--- config.mk ---
export PLATFORM = sky130hd
export DESIGN_NAME = mem_crc_scrubber
export DESIGN_NICKNAME = d
export VERILOG_FILES = /design/src/rtl/crc_scrub_pkg.sv /design/src/rtl/scrub_rate_div.sv /design/src/rtl/scrub_addr_seq.sv /design/src/rtl/scrub_crc_engine.sv /design/src/rtl/mem_crc_scrubber.sv
export SDC_FILE = /design/constraint.sdc
export NUM_CORES = 1
export LEC_CHECK = 0
export BUFFER_PORTS_ARGS = -buffer_cell sky130_fd_sc_hd__buf_2
export CORE_MARGIN = 1.5
export CORE_UTILIZATION = 40
export DETAILED_ROUTE_END_ITERATION = 6
export GPL_TIMING_DRIVEN = 0
export PLACE_DENSITY = 0.65
export SYNTH_ARGS = -nofsm -noshare
export SYNTH_HDL_FRONTEND = slang
export SYNTH_HIERARCHICAL = 1
export SYNTH_SLANG_ARGS = --single-unit
--- constraint.sdc ---
create_clock -name clk -period 6.1 [get_ports clk]
set_input_delay 1.22 -clock clk [delete_from_list [all_inputs] [get_ports clk]]
set_output_delay 1.22 -clock clk [all_outputs]
set_load 0.01 [all_outputs]
--- src/rtl/crc_scrub_pkg.sv ---
// Package: shared constants and the word-wide CRC step for the scrubber.
// Assumes 32-bit memory words and the reflected CRC-32 polynomial.
package crc_scrub_pkg;
    localparam int          CRC_W    = 32;
    localparam logic [31:0] CRC_POLY = 32'hEDB88320;
    localparam logic [31:0] CRC_INIT = 32'hFFFF_FFFF;

    // Fold one 32-bit word into the CRC, least significant bit first.
    function automatic logic [31:0] crc32_word(input logic [31:0] crc_in,
                                               input logic [31:0] word);
        logic [31:0] r;
        r = crc_in ^ word;
        for (int i = 0; i < 32; i++) begin
            r = r[0] ? ((r >> 1) ^ CRC_POLY) : (r >> 1);
        end
        return r;
    endfunction
endpackage

--- src/rtl/scrub_rate_div.sv ---
// Rate divider: emits one tick every 2^rate_q clocks while running.
// Assumes load_rate pulses only at the start or at a pass boundary.
module scrub_rate_div #(
    parameter int MAX_SHIFT = 8,
    parameter int SEL_W     = 4
) (
    input  logic             clk,
    input  logic             rst_n,
    input  logic             run,
    input  logic             load_rate,
    input  logic [SEL_W-1:0] rate_in,
    output logic             tick,
    output logic [SEL_W-1:0] rate_q
);
    localparam int CNT_W = (MAX_SHIFT < 1) ? 1 : MAX_SHIFT;

    logic [CNT_W-1:0] cnt_q;
    logic [CNT_W:0]   span_m1;
    logic [SEL_W-1:0] rate_clamped;

    // Limit the requested exponent to the supported range.
    always_comb begin
        rate_clamped = (rate_in > SEL_W'(MAX_SHIFT)) ? SEL_W'(MAX_SHIFT) : rate_in;
    end

    // Derive the terminal count 2^rate_q - 1 from the latched exponent.
    always_comb begin
        span_m1 = ((CNT_W + 1)'(1) << rate_q) - (CNT_W + 1)'(1);
    end

    assign tick = run && (cnt_q == span_m1[CNT_W-1:0]);

    // Hold the exponent in use; change it only when told to.
    always_ff @(posedge clk) begin
        if (!rst_n)         rate_q <= '0;
        else if (load_rate) rate_q <= rate_clamped;
    end

    // Count clocks between ticks, restarting after each tick.
    always_ff @(posedge clk) begin
        if (!rst_n || !run) cnt_q <= '0;
        else if (tick)      cnt_q <= '0;
        else                cnt_q <= cnt_q + 1'b1;
    end
endmodule

--- src/rtl/scrub_addr_seq.sv ---
// Address sequencer: walks 0..WORDS-1 on each tick, then wraps.
// Assumes WORDS is at least 2.
module scrub_addr_seq #(
    parameter int WORDS = 16,
    parameter int AW    = 4
) (
    input  logic          clk,
    input  logic          rst_n,
    input  logic          tick,
    output logic          rd_en,
    output logic [AW-1:0] rd_addr,
    output logic          last_issue
);
    localparam logic [AW-1:0] LAST_ADDR = AW'(WORDS - 1);

    assign rd_en      = tick;
    assign last_issue = tick && (rd_addr == LAST_ADDR);

    // Advance the address after every issued read.
    always_ff @(posedge clk) begin
        if (!rst_n)          rd_addr <= '0;
        else if (last_issue) rd_addr <= '0;
        else if (tick)       rd_addr <= rd_addr + 1'b1;
    end
endmodule

--- src/rtl/scrub_crc_engine.sv ---
// CRC engine: absorbs one word per valid cycle and presents the final,
// inverted CRC in the same cycle as the last word. Restarts from all ones.
module scrub_crc_engine
    import crc_scrub_pkg::*;
(
    input  logic        clk,
    input  logic        rst_n,
    input  logic        word_vld,
    input  logic        word_last,
    input  logic [31:0] word,
    output logic        pass_done,
    output logic [31:0] pass_crc
);
    logic [31:0] crc_q;
    logic [31:0] crc_next;

    // Combine the incoming word with the running value.
    always_comb begin
        crc_next = crc32_word(crc_q, word);
    end

    assign pass_done = word_vld && word_last;
    assign pass_crc  = ~crc_next;

    // Keep the running CRC; reseed it at the end of each pass.
    always_ff @(posedge clk) begin
        if (!rst_n)         crc_q <= CRC_INIT;
        else if (pass_done) crc_q <= CRC_INIT;
        else if (word_vld)  crc_q <= crc_next;
    end
endmodule

--- src/rtl/mem_crc_scrubber.sv ---
// Top: periodic CRC scrubber for a memory behind a synchronous read port.
// Assumes the memory returns data one clock after mem_rd_en.
module mem_crc_scrubber
    import crc_scrub_pkg::*;
#(
    parameter  int WORDS          = 16,
    parameter  int MAX_RATE_SHIFT = 8,
    localparam int AW             = (WORDS > 2) ? $clog2(WORDS) : 1,
    localparam int SEL_W          = $clog2(MAX_RATE_SHIFT + 1)
) (
    input  logic             clk,
    input  logic             rst_n,
    input  logic             user_mode_start,
    input  logic             ref_load,
    input  logic [31:0]      ref_load_data,
    input  logic             inj_shift_en,
    input  logic             inj_shift_din,
    input  logic [SEL_W-1:0] div_sel,
    output logic             mem_rd_en,
    output logic [AW-1:0]    mem_rd_addr,
    input  logic [31:0]      mem_rd_data,
    output logic             crc_error
);
    logic             run_q;
    logic             start_now;
    logic             tick;
    logic [SEL_W-1:0] rate_q;
    logic             last_issue;
    logic             data_vld_q;
    logic             last_vld_q;
    logic             pass_done;
    logic [31:0]      pass_crc;
    logic [31:0]      storage_q;
    logic [31:0]      signature_q;

    assign start_now = user_mode_start && !run_q;

    // Enter the running state on the first start pulse; leave only on reset.
    always_ff @(posedge clk) begin
        if (!rst_n)         run_q <= 1'b0;
        else if (start_now) run_q <= 1'b1;
    end

    scrub_rate_div #(.MAX_SHIFT(MAX_RATE_SHIFT), .SEL_W(SEL_W)) u_div (
        .clk       (clk),
        .rst_n     (rst_n),
        .run       (run_q),
        .load_rate (start_now || last_issue),
        .rate_in   (div_sel),
        .tick      (tick),
        .rate_q    (rate_q)
    );

    scrub_addr_seq #(.WORDS(WORDS), .AW(AW)) u_seq (
        .clk        (clk),
        .rst_n      (rst_n),
        .tick       (tick),
        .rd_en      (mem_rd_en),
        .rd_addr    (mem_rd_addr),
        .last_issue (last_issue)
    );

    // Mark which clock carries returned read data and the last word.
    always_ff @(posedge clk) begin
        if (!rst_n) begin
            data_vld_q <= 1'b0;
            last_vld_q <= 1'b0;
        end else begin
            data_vld_q <= mem_rd_en;
            last_vld_q <= last_issue;
        end
    end

    scrub_crc_engine u_crc (
        .clk       (clk),
        .rst_n     (rst_n),
        .word_vld  (data_vld_q),
        .word_last (last_vld_q),
        .word      (mem_rd_data),
        .pass_done (pass_done),
        .pass_crc  (pass_crc)
    );

    // Reference storage: parallel load wins over the serial shift path.
    always_ff @(posedge clk) begin
        if (!rst_n)            storage_q <= '0;
        else if (ref_load)     storage_q <= ref_load_data;
        else if (inj_shift_en) storage_q <= {inj_shift_din, storage_q[31:1]};
    end

    // Latch the comparison once per completed pass.
    always_ff @(posedge clk) begin
        if (!rst_n)         signature_q <= '0;
        else if (pass_done) signature_q <= pass_crc ^ storage_q;
    end

    assign crc_error = |signature_q;
endmodule

==> results.py <==
metrics = {
    "run_status": {
        "status": "complete, no violations",
    },
    "floorplan": {
        "die_w_um": 149,
        "core_area_mm2": 0.0210,
        "rows": 53,
        "io_pins": 80,
        "dieArea_mm2": 0.0223,
        "die_height_um": 149,
        "initial_core_util": 0.407,
    },
    "synthesis": {
        "synthFlopType": "dfxtp_1",
        "synthesis.nets": 894,
        "synth-seq-cells": 115,
        "ys_async_sr_fraction": 0,
        "seq_area_frac_synth": 0.269,
        "synth-edff-count": 0,
        "syn_inst": 817,
        "ys_types": 57,
        "yosysWarnings": 6,
        "synth_area_per_cell_um2": 10.5,
        "netlist_area_mm2": 0.00856,
    },
    "grt": {
        "antenna_found_initial": 0,
        "grt.total_usage": 0.204,
        "grt_max_degree": 17,
        "grt_pass1_wl_mm": 33.6,
        "grt_pass1_vias": 5780,
        "overflow": 0,
    },
    "timing": {
        "setup_ws_ps": 1020,
        "fin_skew_ps": 10.7,
        "finalCriticalPeriod_ps": 5080,
        "fmax_mhz": 197,
        "slew_viol_final": 0,
        "fin_crit_sh": 0.833,
        "finalHoldViolations": 0,
        "rsz0062_at_grt": "no",
        "slew_headroom": 0.451,
        "fin_setup_tns_ps": 0,
        "finalSetupViolations": 0,
        "tightest_slew_ps": 820,
    },
    "setup_path": {
        "crit_start": "mem_rd_data[3]",
        "crit_cells": 12,
        "worstReg2RegStart": "u_crc/crc_q[3]$_SDFFE_PP1P_",
        "critPathTopFamily": "XOR/XNOR gates",
        "cp_max_fo": 6,
        "arrival_ps": 5390,
        "end_kind": "flip-flop",
        "crit_type": "input port to flip-flop",
        "worstPathRequired_ps": 6410,
        "ff2ff_path_depth": 11,
        "crit_path_max_incr_delay_ps": 650,
        "path_cells": "buf_2 -> xor2_1 -> xnor3_1 -> xnor3_2 -> xnor3_2 -> xor3_2 -> xor3_2 -> xnor2_2 -> xnor2_1 -> xnor2_1 -> nand2_1 -> o211a_1",
        "start_kind": "input port",
        "slowest_stage": "xnor3_1",
        "cp.buffers_inverters": 1,
    },
    "routing": {
        "drc": 0,
        "drtIter0Drc": 352,
        "finalWirelength_mm": 21.7,
        "dr.pass1.iters": 7,
        "viasPerCell": 4.98,
        "wire_per_inst_um": 18.1,
        "ant_nets": 0,
        "vias": 5979,
    },
    "final_layout": {
        "final_common_cell": "xnor2_1",
        "layout_common_cells": "181 x xnor2_1, 115 x dfxtp_1, 92 x buf_2",
        "syn_to_final_growth_pct": 15.2,
        "final_util": 0.469,
        "layout-drive-gt1-share": 0.189,
        "fin_nets": 990,
        "diodes": 0,
        "fillers": 1977,
        "finalNonFillerCells": 1201,
    },
    "clocking": {
        "clock-sinks": 115,
        "cts_max_level": 4,
        "insertion_delay_ps": 420,
        "cts-root-buf": "clkbuf_16",
        "cts_tree": "yes",
        "post_cts_resized": 0,
        "hold_buffers": 0,
        "cts_setup_buffers": 0,
        "cts_made_buffers": 17,
        "clk_pin_slew_ps": 60,
        "clock_path_buffers": 2,
    },
    "min_path": {
        "min-delay-start": "signature_q[8]$_SDFFE_PN0P_",
        "holdPathStages": 1,
        "hold_class": "flip-flop to flip-flop",
    },
    "placement": {
        "dpl.hpwl_mm": 17.0,
        "place_inst": 1169,
        "gp_congestion": 0.906,
        "dp_slack_ps": 546,
        "port_buffers": 77,
    },
    "run": {
        "drv_cap": 0,
    },
}
## per-layer routing
metal,vias to the layer above,routed length (µm),GRT usage,part of all wire
met3,20,1150,0.0462,0.053
li1,2975,-,-,-
met4,0,305,0.0545,0.014
met2,145,10100,0.322,0.46
met1,2839,10200,0.282,0.47
met5,-,0,0,0
## cells by family (layout without fill, tap and decap cells)
kind of cell,count (synthesis),count (layout),synth area share
AO/OA/AOI/OAI,105,105,0.0887
XOR/XNOR,302,302,0.437
adder cells (fa/ha/maj),3,3,0.00439
buffers and inverters,47,156,0.0371
flip-flops,115,115,0.269
multiplexers,34,34,0.0398
AND/OR/NAND/NOR,211,211,0.124
## synthesized netlist by cell type (all sizes together) (2+ instances only)
| library cell | instances | area (µm²) |
|---|---|---|
| nand2b | 3 | 26.3 |
| a211o | 3 | 26.3 |
| o21ai | 41 | 205 |
| xor3 | 6 | 146 |
| or4 | 2 | 18.8 |
| xnor2 | 199 | 1950 |
| nor2 | 18 | 67.6 |
| ha | 3 | 37.5 |
| xor2 | 45 | 465 |
| nand3b | 3 | 22.5 |
| and2 | 39 | 245 |
| xnor3 | 52 | 1180 |
| nor4 | 13 | 81.3 |
| mux2i | 34 | 340 |
| nor3 | 22 | 125 |
| dfxtp | 115 | 2300 |
| nand2 | 91 | 342 |
| clkbuf | 13 | 58.8 |
| buf | 25 | 210 |
| and3 | 6 | 37.5 |
| inv | 8 | 30.0 |
| o211a | 32 | 320 |
| a21oi | 6 | 30.0 |
| a21o | 2 | 15.0 |
| o22ai | 2 | 12.5 |
| nand4 | 3 | 18.8 |
| nand3 | 5 | 25.0 |
| o211ai | 14 | 105 |
## path summary, 6_finish.rpt
path                                       end  slack (ps)
setup / recovery  signature_q[18]$_SDFFE_PN0P_        1020
hold / removal     signature_q[8]$_SDFFE_PN0P_         480
setup reg to reg  signature_q[18]$_SDFFE_PN0P_        1480
hold reg to reg    signature_q[8]$_SDFFE_PN0P_         480
## flip-flops by register name, summed over array words and instances (netlist names)
name and count:
data_vld_q 1, last_vld_q 1, run_q 1, signature_q 32
storage_q 32, u_crc/crc_q 32, u_div/cnt_q 8, u_div/rate_q 4
u_seq/rd_addr 4
## cell type report
type                       count  area (µm²)  share of cell area
clock inverter                11         103              0.0104
inverter                       8        30.0             0.00305
buffer                        39         288              0.0292
timing repair buffer          77         385              0.0391
multi-input combinational    655        5940               0.602
tap                          275         344              0.0349
clock buffer                  21         470              0.0477
sequential                   115        2300               0.233
## through the flow
step,instance area (µm²),hold WS (ps)
3_3_place_gp,9290,464
6_report,9860,480
2_1_floorplan,8560,454
4_1_cts,9860,483
5_1_grt,9860,498
3_5_place_dp,9290,471
Power is not shown: default switching activity piles up to over one toggle a cycle in this logic, so the estimate is an artifact.
